==> src/rtl/rt_pkg.sv <==
package rt_pkg;
  typedef enum logic [2:0] {
    M_TOGGLE   = 3'd0,
    M_PRPG36   = 3'd1,
    M_PSA36    = 3'd2,
    M_PSA_PRPG = 3'd3,
    M_PSA_CNT  = 3'd4
  } mode_e;
endpackage

==> src/rtl/rt_mode_decode.sv <==
module rt_mode_decode #(
  parameter int NBYTES = 2
) (
  input  logic              run_i,
  input  logic [2:0]        op_i,
  input  logic [NBYTES-1:0] oe_ab_i,
  input  logic [NBYTES-1:0] oe_ba_i,
  output rt_pkg::mode_e     mode_o,
  output logic              adv_o
);
  import rt_pkg::*;

  logic valid;

  always_comb begin
    valid = 1'b1;
    for (int b = 0; b < NBYTES; b++) begin
      if (oe_ab_i[b] == oe_ba_i[b]) valid = 1'b0;
      if (oe_ab_i[b] != oe_ab_i[0]) valid = 1'b0;
    end
  end

  assign adv_o = run_i & valid;

  always_comb begin
    unique case (op_i[1:0])
      2'b00:   mode_o = M_TOGGLE;
      2'b01:   mode_o = M_PRPG36;
      2'b10:   mode_o = M_PSA36;
      default: mode_o = op_i[2] ? M_PSA_CNT : M_PSA_PRPG;
    endcase
  end
endmodule

==> src/rtl/rt_lfsr_step.sv <==
module rt_lfsr_step #(
  parameter int W   = 18,
  parameter int TAP = 11
) (
  input  logic [W-1:0] state_i,
  input  logic [W-1:0] data_i,
  output logic [W-1:0] next_o
);
  // Fibonacci shift-left, feedback taps at W and TAP; data_i folds in a signature
  assign next_o = {state_i[W-2:0], state_i[W-1] ^ state_i[TAP-1]} ^ data_i;
endmodule

==> src/rtl/rt_shadow.sv <==
module rt_shadow #(
  parameter int W = 18
) (
  input  logic         clk_i,
  input  logic         rst_ni,
  input  logic         en_i,
  input  logic [W-1:0] d_i,
  output logic [W-1:0] q_o
);
  always_ff @(negedge clk_i or negedge rst_ni) begin
    if (!rst_ni)   q_o <= '0;
    else if (en_i) q_o <= d_i;
  end

  AST_SHADOW_HOLD: assert property (@(negedge clk_i) disable iff (!rst_ni)
    !en_i |=> $stable(q_o));
endmodule

==> src/rtl/rt_pattern_engine.sv <==
module rt_pattern_engine #(
  parameter int          W        = 18,
  parameter int          NBYTES   = 2,
  parameter int          TAP_HALF = 11,
  parameter int          TAP_FULL = 25,
  parameter logic [17:0] OUT_SEED = 18'h2AAAA,
  parameter logic [17:0] IN_SEED  = 18'h00001
) (
  input  logic              clk_i,
  input  logic              rst_ni,
  input  logic              run_i,
  input  logic [2:0]        op_i,
  input  logic [W-1:0]      mask_i,
  input  logic [NBYTES-1:0] oe_ab_i,
  input  logic [NBYTES-1:0] oe_ba_i,
  input  logic [W-1:0]      pin_i,
  output logic [NBYTES-1:0] out_en_o,
  output logic [W-1:0]      out_cells_o,
  output logic [W-1:0]      in_cells_o,
  output logic [W-1:0]      drv_o
);
  import rt_pkg::*;

  localparam int W2 = 2 * W;

  mode_e          mode;
  logic           adv;
  logic [W-1:0]   out_q, in_q, out_d, in_d;
  logic [W-1:0]   din, misr_half, lfsr_half;
  logic [W2-1:0]  full_data, full_next;

  rt_mode_decode #(.NBYTES(NBYTES)) u_dec (
    .run_i  (run_i),
    .op_i   (op_i),
    .oe_ab_i(oe_ab_i),
    .oe_ba_i(oe_ba_i),
    .mode_o (mode),
    .adv_o  (adv)
  );

  assign din       = pin_i & ~mask_i;
  assign full_data = (mode == M_PSA36) ? {{W{1'b0}}, din} : '0;

  rt_lfsr_step #(.W(W2), .TAP(TAP_FULL)) u_full (
    .state_i({out_q, in_q}),
    .data_i (full_data),
    .next_o (full_next)
  );

  rt_lfsr_step #(.W(W), .TAP(TAP_HALF)) u_misr (
    .state_i(in_q),
    .data_i (din),
    .next_o (misr_half)
  );

  rt_lfsr_step #(.W(W), .TAP(TAP_HALF)) u_prpg (
    .state_i(out_q),
    .data_i ('0),
    .next_o (lfsr_half)
  );

  always_comb begin
    out_d = out_q;
    in_d  = in_q;
    if (adv) begin
      unique case (mode)
        M_TOGGLE:   out_d = ~out_q;
        M_PRPG36,
        M_PSA36:    {out_d, in_d} = full_next;
        M_PSA_PRPG: begin out_d = lfsr_half;     in_d = misr_half; end
        M_PSA_CNT:  begin out_d = out_q + W'(1); in_d = misr_half; end
        default:    ;
      endcase
    end
  end

  always_ff @(posedge clk_i or negedge rst_ni) begin
    if (!rst_ni) begin
      out_q <= OUT_SEED[W-1:0];
      in_q  <= IN_SEED[W-1:0];
    end else begin
      out_q <= out_d;
      in_q  <= in_d;
    end
  end

  rt_shadow #(.W(W)) u_shadow (
    .clk_i (clk_i),
    .rst_ni(rst_ni),
    .en_i  (adv),
    .d_i   (out_q),
    .q_o   (drv_o)
  );

  // drive enable per byte: exactly one direction selected
  for (genvar b = 0; b < NBYTES; b++) begin : g_oe
    assign out_en_o[b] = oe_ab_i[b] ^ oe_ba_i[b];
  end

  assign out_cells_o = out_q;
  assign in_cells_o  = in_q;

  AST_HOLD_BYPASS: assert property (@(posedge clk_i) disable iff (!rst_ni)
    !adv |=> $stable(out_q) && $stable(in_q));
  AST_TOGGLE_INV: assert property (@(posedge clk_i) disable iff (!rst_ni)
    (adv && mode == M_TOGGLE) |=> (out_q == ~$past(out_q)) && $stable(in_q));
  AST_PRPG_NONZERO: assert property (@(posedge clk_i) disable iff (!rst_ni)
    (adv && mode == M_PRPG36 && {out_q, in_q} != '0) |=> ({out_q, in_q} != '0));
  AST_COUNT_UP: assert property (@(posedge clk_i) disable iff (!rst_ni)
    (adv && mode == M_PSA_CNT) |=> (out_q == $past(out_q) + W'(1)));
endmodule

==> config.mk <==
export PLATFORM = sky130hd
export DESIGN_NAME = rt_pattern_engine
export DESIGN_NICKNAME = d
export VERILOG_FILES = /design/src/rtl/rt_pkg.sv /design/src/rtl/rt_mode_decode.sv /design/src/rtl/rt_lfsr_step.sv /design/src/rtl/rt_shadow.sv /design/src/rtl/rt_pattern_engine.sv
export SDC_FILE = /design/constraint.sdc
export NUM_CORES = 1
export LEC_CHECK = 0
export BUFFER_PORTS_ARGS = -buffer_cell sky130_fd_sc_hd__buf_4
export CORE_AREA = 2 2 69 98
export CTS_CLUSTER_SIZE = 20
export DETAILED_ROUTE_END_ITERATION = 10
export DIE_AREA = 0 0 71 100
export GPL_TIMING_DRIVEN = 0
export PLACE_DENSITY_LB_ADDON = 0.15
export RECOVER_POWER = 100
export SLEW_MARGIN = 10
export SYNTH_ARGS = -nofsm -noshare
export SYNTH_HDL_FRONTEND = slang
export SYNTH_SLANG_ARGS = --single-unit
==> constraint.sdc <==
create_clock -name clk_i -period 2.1 [get_ports clk_i]
set_input_delay 0.315 -clock clk_i [delete_from_list [all_inputs] [get_ports clk_i]]
set_output_delay 0.315 -clock clk_i [all_outputs]
set_load 0.02 [all_outputs]
==> results by stage, run 1 <==
Run status:
- The run finished, with violations left.
- The final reports fail on setup timing.

Floorplanning:
- The core region is 6350 um2.
- The initial utilization of the core area, before any placement, comes to 0.489.
- The row count is 35.
- The number of ports placed on the die boundary is between 100 and 150.
- The die boundary width is 71 um.
- The die is 100 um tall.
- The area of the die is slightly above 7000 um2.

Synth:
- The count of distinct cell types in the synthesized netlist is 54.
- Of the synthesized area, sequential elements account for 0.439.
- The number of nets in the synthesized netlist is 428.
- Counting every instance in the synthesized netlist gives 381.
- The mapped netlist covers a little over 3000 um2.
- The post-synthesis average cell area is 8.16 um2.
- The synthesized design contains 0 enable-type register cells.
- The flip-flop and latch count after synthesis is 54.
- The most common flop cell mapped by yosys is dfrtp_1.
- The Yosys step of the flow raised 0 warnings.
- The fraction of registers with async set/reset is 1.00.

Critical path:
- The worst setup path is launched from a register.
- Of all nets on the critical path, the largest fanout is 2.
- The required time at the worst-slack endpoint is 1780 ps.
- The kind of cell with the highest combined delay on the critical path is flip-flops.
- The critical path goes through buf_6.
- The kind of end point of the critical path is an output pin.
- On the worst path, the slowest cell contributes a delay of 450 ps.
- The slowest library cell on the worst path is dfrtn_1.
- By startpoint and endpoint, the worst setup path is classified as reg -> out.
- In this run the number of cells on the critical path is 1.
- The buffer and inverter count on the worst path is 1.
- The worst-case reg-to-reg path depth is 5.
- The data arrival time of the critical path is slightly below 2000 ps.

Drt:
- For this run, design rule violations remaining after detail routing come to 0.
- The violation count after the first detailed-route iteration is 273.
- The total iterations of the first detailed-routing run is 4.
- In the routed layout, each cell is associated on average with a via count of 5.59.
- Across all layers, the routed design uses 3305 vias.
- In this run the remaining antenna-violating nets after routing total 0.
- The sum of routed wire length over all layers is 9140 um.
- The detail-routed net length per standard cell is 15.5 um.

Timing:
- The count of final setup violators is 37.
- The slew of the pin with the lowest slew margin is 685 ps.
- Once routing completed, OpenROAD measured the worst setup slack at -154 ps.
- Setup repair after global routing could not meet its margin everywhere.
- The number of pins exceeding their max-slew limit in the final report is 0.
- Between clock sinks in the finished design, the worst skew comes to between 5 and 6 ps.
- Adding up every negative setup slack in the final design gives -3820 ps.
- The hold violation total from the final report is 0.
- Measured against its own limit, the worst slew margin works out to 0.543.

Layout:
- The number of filler instances in the final layout is between 500 and 600.
- Once layout is done, the placed cells without fillers occupy 4400 um2.
- The area growth from synthesis to layout is 41.7%.
- The finished layout holds 591 standard cells, fillers aside.
- The number of antenna cells inserted is 0.
- After the last flow step, the layout net total stands at 563.
- Of the cells placed in the final design, the portion with a size suffix greater than 1 is 0.286.

GRT:
- The number of global-route vias before repair was 3188.
- The total global routing overflow is 0.
- The pin count of the biggest net entering global routing is 55.
- For this run, the total global-route usage over all layers was measured as 0.261.
- The global-route wire length before repair is 14900 um.
- The number of antenna violations at the first check in global routing is 0.

Clock network:
- Clock tree synthesis inserted a total of 5 buffers.
- The H-tree generated during clock tree synthesis spans 2 levels.
- The clock reaches the later pin of the worst-skew pair after roughly 320 ps.
- The root cell of the clock tree is clkbuf_8.
- The TritonCTS clock tree is yes.
- The clock net sink count is 54.
- In this run, post-CTS hold repair placed 0 buffers.
- Clock-pin slew was measured on the worst setup and hold paths at ~100 ps.
- No sink is reached through more buffers than the 2 on the longest clock path.

Placement:
- After detailed placement, the total cell area comes to just under 4000 um2.
- Including well taps, the total number of placed cells is 555.
- The HPWL after detailed placement is 6150 um.
- Buffers placed on the I/O ports in this run total 100.
- The routability congestion estimate from global placement is between 0.8 and 0.9.

Power:
- The power per cell area is 1060 nW/um2.
- Summed over all cells, the static leakage comes to 2.00 nW.
- The total power draw is 4.66 mW.
- The worst-case IR drop observed on VDD is between 0.4 and 0.5 mV.

Worst hold path:
- The path category of the worst min-delay check is in -> async.

Run:
- Max-cap violations in this run came to 0.
stage by stage:
stage	hold WS [ps]	setup slack [ps]	utilization
finish	33.4	-154	0.693
floorplan	19.4	-320	-
CTS	64.2	-147	0.698
detailed placement	407	-768	0.625
global placement	394	-764	0.625
global route	93.1	-178	0.693
path summary, 6_finish.rpt:
check / start / to / slack [ps]
min in group clk_i: mask_i[16] / in_cells_o[16] / 310
setup / recovery: u_shadow.q_o[1] / drv_o[1] / -150
hold reg to reg: u_shadow.q_o[8] / u_shadow.q_o[8] / 440
max in group asynchronous: rst_ni / u_shadow.q_o[0] / 640
hold / removal: rst_ni / out_cells_o[12] / 30
setup reg to reg: out_cells_o[1] / out_cells_o[10] / -30
worst register-to-register path, cell delays in order, from the launching register on:
cell     delay, ps
dfstp_2        590
ha_1           220
nand4_1        250
o31a_1         340
or4_1          430
a32oi_1        210
per-layer routing:
| layer | vias to the layer above | track usage | wire (um) |
|---|---|---|---|
| li1 | 1586 | - | - |
| met1 | 1561 | 0.310 | 3630 |
| met2 | 136 | 0.452 | 4660 |
| met3 | 22 | 0.0492 | 570 |
| met4 | 0 | 0.120 | 275 |
| met5 | - | 0 | 0 |
power by group:
group / switching (mW) / total (mW) / leakage [nW] / internal, mW
combinational: 1.25 / 2.18 / 1.29 / 0.931
clock: 0.359 / 0.625 / 0.0472 / 0.266
sequential: 0.399 / 1.85 / 0.662 / 1.46
total: 2.01 / 4.66 / 2.00 / 2.65
synth_stat cells, types with 3 or more instances:
cell | number | share of area
a211oi_1 | 4 | 0.0097
dfrtn_1 | 18 | 0.14
dfstp_2 | 10 | 0.085
o311ai_0 | 4 | 0.011
clkbuf_1 | 12 | 0.014
nor2_1 | 31 | 0.037
a31oi_1 | 5 | 0.010
a21oi_1 | 15 | 0.024
o21ai_0 | 39 | 0.063
xor2_1 | 4 | 0.011
nand3_1 | 14 | 0.023
o211ai_1 | 3 | 0.0072
xnor2_1 | 19 | 0.054
inv_1 | 7 | 0.0085
nand4_1 | 3 | 0.0060
dfrtp_1 | 26 | 0.21
nand2_1 | 102 | 0.12
buf_2 | 15 | 0.024
nor3_1 | 3 | 0.0048
logic make-up (layout without fill, tap and decap cells):
family | Yosys count | in the layout | share of synthesized area
DFF | 54 | 54 | 0.439
adders and majority gates | 1 | 1 | 0.00403
muxes | 1 | 1 | 0.00322
buffers and inverters | 35 | 171 | 0.0483
AOI/OAI and AO/OA | 94 | 94 | 0.190
and+or+nand+nor | 173 | 173 | 0.250
xor gates and xnor gates | 23 | 23 | 0.0648
layout by cell type (no fill, tap or decap), types with 3 or more instances in the layout:
| cell type | n |
|---|---|
| a211oi_1 | 4 |
| a21oi_1 | 15 |
| a31oi_1 | 5 |
| buf_2 | 4 |
| buf_4 | 69 |
| buf_6 | 25 |
| buf_8 | 5 |
| clkbuf_1 | 49 |
| clkbuf_8 | 6 |
| dfrtn_1 | 18 |
| dfrtp_1 | 26 |
| dfstp_1 | 3 |
| dfstp_2 | 7 |
| inv_1 | 7 |
| nand2_1 | 89 |
| nand2_2 | 10 |
| nand2_4 | 3 |
| nand3_1 | 15 |
| nand4_1 | 3 |
| nor2_1 | 31 |
| nor3_1 | 3 |
| o211ai_1 | 3 |
| o21ai_0 | 35 |
| o21ai_2 | 4 |
| o311ai_0 | 4 |
| xnor2_1 | 19 |
| xor2_1 | 4 |
layout make-up:
class	count	area, um2	area share
multi-input combinational	292	1680	0.381
sequential	54	1360	0.310
timing repair buffer	131	982	0.223
buffer	25	168	0.0381
tap	74	92.6	0.0210
clock buffer	6	82.6	0.0188
inverter	7	26.3	0.00597
clock inverter	2	12.5	0.00284
state kept, by name, summed over array words and instances, names as in the netlist:
register and count:
in_cells_o 18, out_cells_o 18, u_shadow.q_o 18
what timing repair did:
item / 4_1_cts / 5_1_grt
gates resized for setup: 55 / 15
gates cloned: 2 / 0
endpoints found under the setup margin: 38 / 42
buffers inserted: 19 / 10
pin swaps: 6 / 7
No activity file was read; power rests on OpenSTA's default activity.
==> run 2: changes to the inputs <==
--- a/config.mk
+++ b/config.mk
@@ -7,11 +7,11 @@
 export LEC_CHECK = 0
 export BUFFER_PORTS_ARGS = -buffer_cell sky130_fd_sc_hd__buf_4
 export CORE_AREA = 2 2 69 98
-export CTS_CLUSTER_SIZE = 20
+export CTS_CLUSTER_SIZE = 24
 export DETAILED_ROUTE_END_ITERATION = 10
 export DIE_AREA = 0 0 71 100
 export GPL_TIMING_DRIVEN = 0
-export PLACE_DENSITY_LB_ADDON = 0.15
+export PLACE_DENSITY = 0.77
 export RECOVER_POWER = 100
 export SLEW_MARGIN = 10
 export SYNTH_ARGS = -nofsm -noshare
==> results by stage, run 2 (same netlist as run 1, synthesis figures left out) <==
Floorplanning:
- The row count is 35 (unchanged).
- The placeable core region is 6350 um2 (unchanged).
- The die height is 100 um (unchanged).
- The number of ports placed on the die boundary is 102 (unchanged).
- The die boundary width is 71 um (unchanged).
- The area of the die is 7100 um2 (unchanged).
- The starting utilization of the core area is 0.489 (unchanged).

Placement:
- The number of buffers inserted by port buffering is 100 (unchanged).
- The routability congestion estimate from global placement is 0.906 (+2.3%).
- The post-DP HPWL is 6200 um (+0.78%).
- The placed instance count is 555 (unchanged).
- The placed standard-cell area is 3970 um2 (unchanged).

Layout:
- The final standard cell area without fillers came to 4420 um2 (+0.34%).
- The multi-input combinational cell area is 1680 um2 (+0.37%).
- The number of nets in the layout came to 565 (+0.36%).
- The area overhead of the layout relative to synthesis is 42.1%.
- The total area of sequential cells came to 1360 um2 (unchanged).
- The final standard cell count with taps included and fillers excluded is 593 (+0.34%).
- The number of antenna cells inserted is 0 (unchanged).
- The most frequent standard cell in the layout excluding fill and tap cells is nand2_1.
- The library cells used most frequently in the layout, excluding fill and tap cells, are 86 x nand2_1, 70 x buf_4, 50 x clkbuf_1, 35 x o21ai_0, 31 x nor2_1.
- The fraction of final layout cells with drive strength greater than 1 is 0.291 (+0.00468).
- The number of filler instances in the final layout is 519 (-8.0%).

Timing:
- The post-route setup TNS came to -3770 ps (+50.2 ps).
- Setup repair after global routing could not meet its margin everywhere.
- The count of final setup violators is 38 (+2.7%).
- The number of pins exceeding their max-slew limit in the final report was 0 (unchanged).
- The worst-case clock skew is 13.7 ps (+7.76 ps).
- The hold violation total from the final report came to 0 (unchanged).
- The post-route worst setup slack is -169 ps (-14.8 ps).
- The normalized max-slew margin is 0.552 (+0.00934).
- The slew of the pin with the lowest slew margin is 671 ps (-14.0 ps).

Drt:
- The violation count after the first detailed-route iteration is 362 (+33%).
- The via density per instance was 5.76 (+2.9%).
- The sum of routed wire length over all layers was 9440 um (+3.3%).
- The detail-routed net length per standard cell came to 15.9 um (+2.9%).
- The total iterations of the first detailed-routing run is 7 (+3).
- The remaining number of nets flagged by the antenna check after routing is 0 (unchanged).
- The number of vias in the routed layout came to 3413 (+3.3%).
- The DRC violation count after routing was 0 (unchanged).

Critical path:
- In this design, the largest share of critical-path delay is due to flip-flops.
- The largest driver fanout on the critical path is 2 (unchanged).
- The signal on the critical path passes through buf_6.
- The slowest library cell on the worst path is dfrtn_1.
- The buffer and inverter count on the worst path was 1 (unchanged).
- The category of the most critical setup path is reg -> out.
- The delay of the slowest critical-path stage is 450 ps (about the same).
- The required time at the worst-slack endpoint was 1780 ps (about the same).
- The reg2reg setup slack is -20 ps (about the same).
- The startpoint kind of the worst setup timing path is a register.
- The kind of end point of the critical path is an output pin.
- The data arrival time of the critical path is 1950 ps (about the same).

GRT:
- The global router's overall resource usage is 0.270 (+0.00957).
- The pin count of the biggest net entering global routing is 55 (unchanged).
- The total global routing overflow is 0 (unchanged).
- The number of global-route vias before repair is 3297 (+3.4%).
- The number of antenna violations at the first check in global routing was 0 (unchanged).
- The global-route wire length before repair came to 15500 um (+4.5%).

Worst hold path:
- The path class of the tightest hold or removal check is in -> async.

Clock network:
- The clock transition at the registers of the reported paths was 90 ps (about the same).
- The clock buffer count from CTS was 5 (unchanged).
- The clock net sink count is 54 (unchanged).
- The number of H-tree levels came to 2 (unchanged).
- The clock latency at the later pin of the worst-skew pair is 320 ps (about the same).
- The cts-stage hold buffer count came to 0 (unchanged).
- The root buffer cell chosen for the clock tree is clkbuf_8.
- The worst-case clock buffer depth is 2 (unchanged).
- The TritonCTS clock tree is yes.

Run:
- The max-capacitance violation count is 0 (unchanged).

Power:
- The total power draw is 4.78 mW (+2.7%).
- The total leakage power is 1.99 nW (-0.76%).
- The worst ir drop on vdd was 0.472 mV (-4.5%).
- The power per cell area is 1080 nW/um2 (+2.3%).

Run status:
- The flow ran to the end, but the final reports show violations.
- The checks that failed: setup timing.
## run 2: changes by cell type in the layout (fill, tap and decap cells not counted), sizes merged
cell / previous run / this run
clkinv: 1 / 0
clkbuf: 55 / 56
bufinv: 0 / 1
buf: 107 / 108
## run 2: final cells by class
cell class	instances	share of cell area
inverter	7	0.00595
clock buffer	6	0.0164
timing repair buffer	133	0.221
buffer	25	0.0374
clock inverter	2	0.00850
multi-input combinational	292	0.381
tap	74	0.0210
sequential	54	0.309
## run 2: worst register-to-register path: stages, from the launching register on
cell	delay, ps
dfstp_1	740
nand4_1	270
nor4_2	420
nand4_1	200
a21o_1	210
a21o_1	170
## run 2: what timing repair did
action / in CTS / in global routing
gates cloned: 2 / 0
resized for setup: 62 / 14
endpoints found under the hold margin: 0 / 0
buffers inserted: 20 / 11
setup endpoints to repair: 38 / 42
pin swaps: 9 / 10
## run 2: path summary, 6_finish.rpt
check / startpoint / end / cells past startpoint
worst min-delay path: rst_ni / out_cells_o[12] / 1
worst min register to register: u_shadow.q_o[16] / u_shadow.q_o[16] / 2
worst max-delay path: u_shadow.q_o[0] / drv_o[0] / 1
worst max register to register: out_cells_o[3] / out_cells_o[14] / 5
max in group asynchronous: rst_ni / u_shadow.q_o[0] / 1
min in group clk_i: mask_i[12] / in_cells_o[12] / 4
## run 2: per-layer routing
layer	global-route usage	wire length, um
met1	0.326	3600
met2	0.475	4810
met3	0.0311	703
met4	0.131	331
met5	0	0
## run 2: metrics by stage
stage / hold WS, ps / worst slack, ps / util
after floorplan: 19.4 / -320 / -
after global placement: 395 / -729 / 0.625
after detailed placement: 401 / -751 / 0.625
after CTS: 54.1 / -156 / 0.705
after global routing: 82.6 / -182 / 0.696
final: 15.4 / -169 / 0.696
## run 2: where the power goes
part           switching (mW)  internal [mW]  total (mW)  leakage, nW
registers               0.413           1.45        1.86        0.662
clock network           0.357          0.356       0.713       0.0514
logic                    1.28          0.928        2.21         1.27
total                    2.05           2.74        4.78         1.99
